File: config.mk
export PLATFORM = sky130hd
export DESIGN_NAME = hb_window_xlate
export DESIGN_NICKNAME = d
export VERILOG_FILES = /design/src/rtl/hb_pkg.sv /design/src/rtl/hb_decode.sv /design/src/rtl/hb_regfile.sv /design/src/rtl/hb_window_xlate.sv
export SDC_FILE = /design/constraint.sdc
export NUM_CORES = 2
export LEC_CHECK = 0
export ABC_AREA = 1
export CAP_MARGIN = 20
export CORE_MARGIN = 10
export CORE_UTILIZATION = 44
export DETAILED_ROUTE_END_ITERATION = 7
export DONT_BUFFER_PORTS = 1
export SYNTH_ARGS = -nofsm -noshare
export SYNTH_HDL_FRONTEND = slang
export SYNTH_HIERARCHICAL = 1
export SYNTH_SLANG_ARGS = --single-unit
export TNS_END_PERCENT = 30
File: constraint.sdc
create_clock -name clk -period 9.1 [get_ports clk]
set_clock_uncertainty 0.1 [all_clocks]
set_input_delay 1.82 -clock clk [delete_from_list [all_inputs] [get_ports clk]]
set_output_delay 1.82 -clock clk [all_outputs]
set_load 0.005 [all_outputs]
File: src/rtl/hb_pkg.sv
// Package: shared encodings and reset contents for the bridge window translator.
// Assumes a 32-bit CPU address and data path.
package hb_pkg;
    typedef enum logic [1:0] {DK_CFG = 2'd0, DK_MEM = 2'd1, DK_IO = 2'd2} dn_kind_e;

    localparam logic [1:0] SZ_BYTE = 2'd0;
    localparam logic [1:0] SZ_HALF = 2'd1;
    localparam logic [1:0] SZ_WORD = 2'd2;

    localparam logic [11:0] OFS_HDR_LAST = 12'h0FC;
    localparam logic [11:0] OFS_PTR      = 12'h1C0;
    localparam logic [11:0] OFS_MBASE    = 12'h1C4;
    localparam logic [11:0] OFS_IOBASE   = 12'h1C8;
    localparam logic [11:0] OFS_CFGPORT  = 12'h220;

    // Reset value of a header word; bytes are little-endian within the word.
    function automatic logic [31:0] hdr_reset_word(input int idx);
        case (idx)
            0:       return 32'h350E_1054;
            1:       return 32'h0290_0080;
            default: return 32'h0;
        endcase
    endfunction
endpackage

File: src/rtl/hb_decode.sv
// Module: address decode and translation for the three CPU windows.
// Purely combinational. Assumes the windows do not overlap.
module hb_decode #(
    parameter logic [31:0] REG_BASE = 32'h1E20_0000,
    parameter int unsigned REG_SPAN = 32'h224,
    parameter logic [31:0] MEM_BASE = 32'hFD00_0000,
    parameter int unsigned MEM_SPAN = 32'h0100_0000,
    parameter logic [31:0] IO_BASE  = 32'h1E24_0000,
    parameter int unsigned IO_SPAN  = 32'h0004_0000
) (
    input  logic [31:0] addr,
    input  logic [31:0] mem_base_reg,
    input  logic [31:0] io_base_reg,
    output logic        hit_reg,
    output logic        hit_mem,
    output logic        hit_io,
    output logic [11:0] reg_ofs,
    output logic [31:0] mem_dn_addr,
    output logic [31:0] io_dn_addr
);
    logic [31:0] rel_reg, rel_mem, rel_io;

    // Window offsets and range hits.
    always_comb begin
        rel_reg = addr - REG_BASE;
        rel_mem = addr - MEM_BASE;
        rel_io  = addr - IO_BASE;
        hit_reg = (addr >= REG_BASE) && (rel_reg < REG_SPAN);
        hit_mem = (addr >= MEM_BASE) && (rel_mem < MEM_SPAN);
        hit_io  = (addr >= IO_BASE)  && (rel_io  < IO_SPAN);
        reg_ofs = rel_reg[11:0];
    end

    // Relocation by the programmed downstream bases.
    always_comb begin
        mem_dn_addr = rel_mem + mem_base_reg;
        io_dn_addr  = rel_io  + io_base_reg;
    end
endmodule

File: src/rtl/hb_regfile.sv
// Module: local configuration header and the three translation registers.
// Only whole 32-bit words are written. The memory and I/O bases are write-only.
module hb_regfile #(
    parameter int HDR_BYTES = 256
) (
    input  logic        clk,
    input  logic        rst_n,
    input  logic        wr_en,
    input  logic [11:0] ofs,
    input  logic [31:0] wdata,
    output logic [31:0] rd_data,
    output logic [31:0] ptr,
    output logic [31:0] mem_base,
    output logic [31:0] io_base
);
    import hb_pkg::*;
    localparam int HDR_WORDS = HDR_BYTES / 4;
    localparam int IDX_W     = $clog2(HDR_WORDS);

    logic [31:0] hdr [HDR_WORDS];
    logic [9:0]  word_ofs;
    logic        in_hdr;

    assign word_ofs = ofs[11:2];
    assign in_hdr   = (word_ofs <= OFS_HDR_LAST[11:2]);

    // One register per header word, each with its own reset value.
    for (genvar g = 0; g < HDR_WORDS; g++) begin : g_hdr
        always_ff @(posedge clk) begin
            if (!rst_n)
                hdr[g] <= hdr_reset_word(g);
            else if (wr_en && in_hdr && word_ofs[IDX_W-1:0] == IDX_W'(g))
                hdr[g] <= wdata;
        end
    end

    // Translation registers.
    always_ff @(posedge clk) begin
        if (!rst_n) begin
            ptr      <= '0;
            mem_base <= '0;
            io_base  <= '0;
        end else if (wr_en) begin
            if (word_ofs == OFS_PTR[11:2])    ptr      <= wdata;
            if (word_ofs == OFS_MBASE[11:2])  mem_base <= wdata;
            if (word_ofs == OFS_IOBASE[11:2]) io_base  <= wdata;
        end
    end

    // Read map: header and pointer are visible, everything else reads zero.
    always_comb begin
        if (in_hdr)                           rd_data = hdr[word_ofs[IDX_W-1:0]];
        else if (word_ofs == OFS_PTR[11:2])   rd_data = ptr;
        else                                  rd_data = '0;
    end

    // the pointer only changes on a register write.
    p_ptr_hold_r3: assert property (@(posedge clk) disable iff (!rst_n)
        !wr_en |=> $stable(ptr));
endmodule

File: src/rtl/hb_window_xlate.sv
// Module: top of the bridge window translator. It decodes the CPU access,
// serves register-window accesses locally, and forwards configuration, memory
// and I/O accesses as one held downstream request. Assumes the CPU holds
// cpu_valid and its fields until cpu_done, and that dn_ack comes only while
// dn_req is high.
module hb_window_xlate #(
    parameter logic [31:0] REG_BASE  = 32'h1E20_0000,
    parameter int unsigned REG_SPAN  = 32'h224,
    parameter logic [31:0] MEM_BASE  = 32'hFD00_0000,
    parameter int unsigned MEM_SPAN  = 32'h0100_0000,
    parameter logic [31:0] IO_BASE   = 32'h1E24_0000,
    parameter int unsigned IO_SPAN   = 32'h0004_0000,
    parameter int          HDR_BYTES = 256
) (
    input  logic        clk,
    input  logic        rst_n,
    input  logic        cpu_valid,
    input  logic        cpu_write,
    input  logic [31:0] cpu_addr,
    input  logic [1:0]  cpu_size,
    input  logic [31:0] cpu_wdata,
    output logic        cpu_done,
    output logic        cpu_err,
    output logic [31:0] cpu_rdata,
    output logic        dn_req,
    output logic [1:0]  dn_kind,
    output logic [31:0] dn_addr,
    output logic [1:0]  dn_size,
    output logic        dn_write,
    output logic [31:0] dn_wdata,
    input  logic        dn_ack,
    input  logic [31:0] dn_rdata
);
    import hb_pkg::*;

    typedef enum logic [1:0] {ST_IDLE, ST_WAIT, ST_DONE} state_e;
    state_e state;

    logic        hit_reg, hit_mem, hit_io;
    logic [11:0] reg_ofs;
    logic [31:0] mem_dn_addr, io_dn_addr;
    logic [31:0] rf_rdata, ptr, mem_base, io_base;
    logic        accept, is_word, is_cfgport, rf_we;
    logic [31:0] rdata_q;
    logic        err_q;

    hb_decode #(
        .REG_BASE(REG_BASE), .REG_SPAN(REG_SPAN),
        .MEM_BASE(MEM_BASE), .MEM_SPAN(MEM_SPAN),
        .IO_BASE(IO_BASE),   .IO_SPAN(IO_SPAN)
    ) u_dec (
        .addr(cpu_addr), .mem_base_reg(mem_base), .io_base_reg(io_base),
        .hit_reg(hit_reg), .hit_mem(hit_mem), .hit_io(hit_io),
        .reg_ofs(reg_ofs), .mem_dn_addr(mem_dn_addr), .io_dn_addr(io_dn_addr)
    );

    hb_regfile #(.HDR_BYTES(HDR_BYTES)) u_rf (
        .clk(clk), .rst_n(rst_n), .wr_en(rf_we), .ofs(reg_ofs),
        .wdata(cpu_wdata), .rd_data(rf_rdata),
        .ptr(ptr), .mem_base(mem_base), .io_base(io_base)
    );

    // Acceptance and local register write strobe.
    always_comb begin
        accept     = (state == ST_IDLE) && cpu_valid;
        is_word    = (cpu_size == SZ_WORD);
        is_cfgport = (reg_ofs[11:2] == OFS_CFGPORT[11:2]);
        rf_we      = accept && hit_reg && is_word && cpu_write && !is_cfgport;
    end

    // Access sequencer and downstream request register.
    always_ff @(posedge clk) begin
        if (!rst_n) begin
            state    <= ST_IDLE;
            dn_req   <= 1'b0;
            dn_kind  <= DK_CFG;
            dn_addr  <= '0;
            dn_size  <= SZ_BYTE;
            dn_write <= 1'b0;
            dn_wdata <= '0;
            rdata_q  <= '0;
            err_q    <= 1'b0;
        end else begin
            case (state)
                ST_IDLE: if (cpu_valid) begin
                    dn_write <= cpu_write;
                    dn_wdata <= cpu_wdata;
                    dn_size  <= cpu_size;
                    if (hit_reg && is_word && is_cfgport) begin
                        dn_req  <= 1'b1;
                        dn_kind <= DK_CFG;
                        dn_addr <= ptr;
                        state   <= ST_WAIT;
                    end else if (hit_reg) begin
                        rdata_q <= (is_word && !cpu_write) ? rf_rdata : 32'h0;
                        err_q   <= 1'b0;
                        state   <= ST_DONE;
                    end else if ((hit_mem || hit_io) && cpu_size != 2'd3) begin
                        dn_req  <= 1'b1;
                        dn_kind <= hit_mem ? DK_MEM : DK_IO;
                        dn_addr <= hit_mem ? mem_dn_addr : io_dn_addr;
                        state   <= ST_WAIT;
                    end else begin
                        rdata_q <= '0;
                        err_q   <= 1'b1;
                        state   <= ST_DONE;
                    end
                end
                ST_WAIT: if (dn_ack) begin
                    dn_req  <= 1'b0;
                    rdata_q <= dn_write ? 32'h0 : dn_rdata;
                    err_q   <= 1'b0;
                    state   <= ST_DONE;
                end
                default: begin
                    rdata_q <= '0;
                    err_q   <= 1'b0;
                    state   <= ST_IDLE;
                end
            endcase
        end
    end

    // CPU-side response.
    assign cpu_done  = (state == ST_DONE);
    assign cpu_err   = cpu_done && err_q;
    assign cpu_rdata = rdata_q;

    // a pending request keeps all of its fields until acknowledged.
    p_req_stable_r9: assert property (@(posedge clk) disable iff (!rst_n)
        dn_req && !dn_ack |=> dn_req && $stable(dn_addr) && $stable(dn_kind)
                               && $stable(dn_size) && $stable(dn_wdata));
    // completion is a single-cycle pulse and never overlaps a request.
    p_done_pulse_r9: assert property (@(posedge clk) disable iff (!rst_n)
        cpu_done |-> !dn_req ##1 !cpu_done);
    // the acknowledge of a request is followed by completion.
    p_ack_done_r9: assert property (@(posedge clk) disable iff (!rst_n)
        dn_req && dn_ack |=> cpu_done && !dn_req);
    // a narrow control-window access never leaves the block.
    p_narrow_local_r10: assert property (@(posedge clk) disable iff (!rst_n)
        accept && hit_reg && !is_word |=> cpu_done && !dn_req && cpu_rdata == 32'h0);
    // an error carries zero data.
    p_err_zero_r11: assert property (@(posedge clk) disable iff (!rst_n)
        cpu_err |-> cpu_rdata == 32'h0);
    // at most one window claims an address.
    p_one_window_r11: assert property (@(posedge clk) disable iff (!rst_n)
        cpu_valid |-> $onehot0({hit_reg, hit_mem, hit_io}));
endmodule

==> results.sh <==
export IMPL_grt_setup_unrepaired="no"
export IMPL_r2r_start="state[1]$_SDFFE_PN0P_"
export IMPL_cp_end_kind="register"
export IMPL_numCtsBuffers=232
export IMPL_dpl_cell_count=15134
export IMPL_hold_violations=0
export IMPL_syn_area_per_cell_um2=8.51
export IMPL_drtIter0Drc=11468
export IMPL_drive_gt1_share_pct=6.17
export IMPL_cp_slowest_stage_delay_ns=1.81
export IMPL_hold_class="register to register"
export IMPL_area_growth_pct=10.1
export IMPL_cts_clk_slew_worst_paths_ns=0.06
export IMPL_grt_use_total_pct=28.3
export IMPL_cap_violations=0
export IMPL_post_cts_resized=0
export IMPL_synth_nets=12858
export IMPL_h_tree_depth=4
export IMPL_netSwitchingFraction_pct=24.9
export IMPL_crit_buf_inv=3
export IMPL_die_w_um=515
export IMPL_clk_path_buf_depth=3
export IMPL_worstPathArrival_ns=8.18
export IMPL_antenna_found_initial=16
export IMPL_setup_viol=0
export IMPL_clk_latency_ns=0.89
export IMPL_pwr_share_seq_pct=50.9
export IMPL_num_io_pins=207
export IMPL_crit_top_cell="nand2_1"
export IMPL_start_util_pct=44.3
export IMPL_cts_tree="yes"
export IMPL_cpMaxStageDelayCell="inv_8"
export IMPL_cts_sinks=2249
export IMPL_slew_limit_headroom_pct=-97.5
export IMPL_p_leak_nw=51.6
export IMPL_crit_required_ns=9.84
export IMPL_drt_wl_total_um=391000
export IMPL_place_gp_congestion=0.941
export IMPL_top_register="u_rf/hdr"
export IMPL_clock_fmax_ghz=0.134
export IMPL_crit_start="cpu_addr[2]"
export IMPL_fin_cells=15605
export IMPL_drc=0
export IMPL_internal_power_mw=17.3
export IMPL_rows=181
export IMPL_synthCells=12682
export IMPL_grt_overflow_total=0
export IMPL_fin_crit_sh_pct=81.8
export IMPL_portBuffers=0
export IMPL_hold_start="u_rf/ptr[20]$_SDFFE_PN0P_"
export IMPL_clock_tree_root_cell="clkbuf_16"
export IMPL_cts_hold_buffers=0
export IMPL_pwr_share_comb_pct=8.1
export IMPL_status="finished, violations left"
export IMPL_wire_per_inst_um=25.1
export IMPL_grt_pass1_vias=80413
export IMPL_cp_top_family="buffers and inverters"
export IMPL_largest_reg_flops=2048
export IMPL_drv_slew=573
export IMPL_hpwl_um=239000
export IMPL_p_clk_share_pct=41.1
export IMPL_grt_start_max_net_pins=809
export IMPL_die_area_mm2=0.265
export IMPL_critPathKind="primary input to register"
export IMPL_die_y_um=515
export IMPL_vias=87124
export IMPL_yosys_warnings=6
export IMPL_failed_checks="slew limit"
export IMPL_path_cells="inv_8 -> buf_12 -> buf_12 -> nand2_1 -> nand2_1 -> nand2_1 -> nand2_1 -> nand2_1 -> nand2_1 -> o21ai_0 -> nand3_1 -> nor2_1 -> nor2_1 -> nand3_1 -> nand2_1 -> nand3_1 -> nand2_1"
export IMPL_period_minus_slack_ns=7.45
export IMPL_p_sw_mw=5.73
export IMPL_grt_pass1_wl_um=557000
export IMPL_dr_pass1_iters=6
export IMPL_start_kind="primary input"
export IMPL_syn_cell_area_mm2=0.108
export IMPL_peakVddDrop_mv=0.175
export IMPL_final_setup_tns_ns=0
export IMPL_fillers=22910
export IMPL_tightest_slew_ns=2.96
export IMPL_path_max_fanout=808
export IMPL_ant_nets=0
export IMPL_nNetsFinal=12374
export IMPL_core_area_mm2=0.244
export IMPL_via_per_inst=5.58
export IMPL_cts_setup_buffers=0
export IMPL_power_density_mw_per_mm2=194
==> metrics by stage <==
step / area (um2) / power [mW] / setup WS (ns) / hold WS [ns] / util, %
final: 119000 / 23.0 / 1.65 / 0.393 / 48.8
after global routing: 119000 / 23.6 / 2.11 / 0.423 / 48.7
after CTS: 118000 / 23.0 / 2.48 / 0.391 / 48.5
after detailed placement: 111000 / 13.7 / 1.55 / 0.372 / 45.4
after global placement: 110000 / 13.6 / 1.58 / 0.366 / 45.3
after floorplan: 108000 / 13.0 / 1.81 / 0.349 / -
==> final timing paths <==
| kind | to | slack [ns] | cells past startpoint |
|---|---|---|---|
| setup / recovery | cpu_rdata[4]$_SDFFE_PN0P_ | 1.65 | 17 |
| hold / removal | u_rf/ptr[20]$_SDFFE_PN0P_ | 0.39 | 2 |
| setup reg to reg | u_rf/hdr[12][7]$_SDFFCE_PN0P_ | 3.46 | 13 |
| hold reg to reg | u_rf/ptr[20]$_SDFFE_PN0P_ | 0.39 | 2 |
==> power groups by stage <==
| stage | registers [mW] | clock network (mW) | logic [mW] |
|---|---|---|---|
| after floorplan | 11.9 | 0 | 1.07 |
| after global placement | 11.9 | 0 | 1.73 |
| after detailed placement | 11.9 | 0 | 1.76 |
| after CTS | 11.7 | 9.54 | 1.77 |
| after global routing | 11.7 | 9.95 | 1.95 |
| final | 11.7 | 9.45 | 1.85 |
==> tightest hold or removal path: cells and delay by family, from the launching register on <==
kind	cells	cell delay (ns)
AO/OA/AOI/OAI	1	0.07
buffers and inverters	1	0.06
flip-flops	1	0.32
==> per-layer routing <==
layer  global-route usage, %  routed length (um)
met5                       0                  96
met4                    12.5               20000
met3                    7.74               45700
met2                    43.3              174000
met1                    37.7              152000
==> area by class of cell <==
class / count / area [um2] / area share (%)
clock buffers: 299 / 6270 / 5.28
inverters: 373 / 1500 / 1.26
repair buffers: 209 / 2340 / 1.97
clock inverters: 128 / 1210 / 1.02
multi-input cells: 9133 / 37900 / 31.9
well taps: 3202 / 4010 / 3.37
flip-flops and latches: 2249 / 65500 / 55.2
diodes: 12 / 30.0 / 0.0253
==> placed cells by master, fill, tap and decap left out, types with 4 or more instances in the layout <==
cell type   count
nor2_1       2394
edfxtp_1     2048
nand3_2        34
bufinv_16      15
a211oi_1       32
nor4_1          4
nor3_2          5
nand2_2        26
xor2_1         31
clkinv_16       5
buf_12         30
buf_4         155
xnor2_1         5
clkinvlp_4      5
nand3_1       396
ha_1           71
clkinv_8        6
o21bai_1        8
o21ai_1        87
inv_6           6
clkbuf_4        5
inv_2          17
o21ai_0       248
clkbuf_1       47
buf_16         19
a21oi_1       175
nor3_1         16
clkinv_1       49
clkinv_2       40
o21ai_4        64
nand4_1        53
nor2_2         15
clkbuf_8       16
clkbuf_16     234
inv_1         319
diode_2        12
nand2_1      5434
nor2_4         15
inv_4          33
dfxtp_1       201
Power figures use the tool's default switching activity.
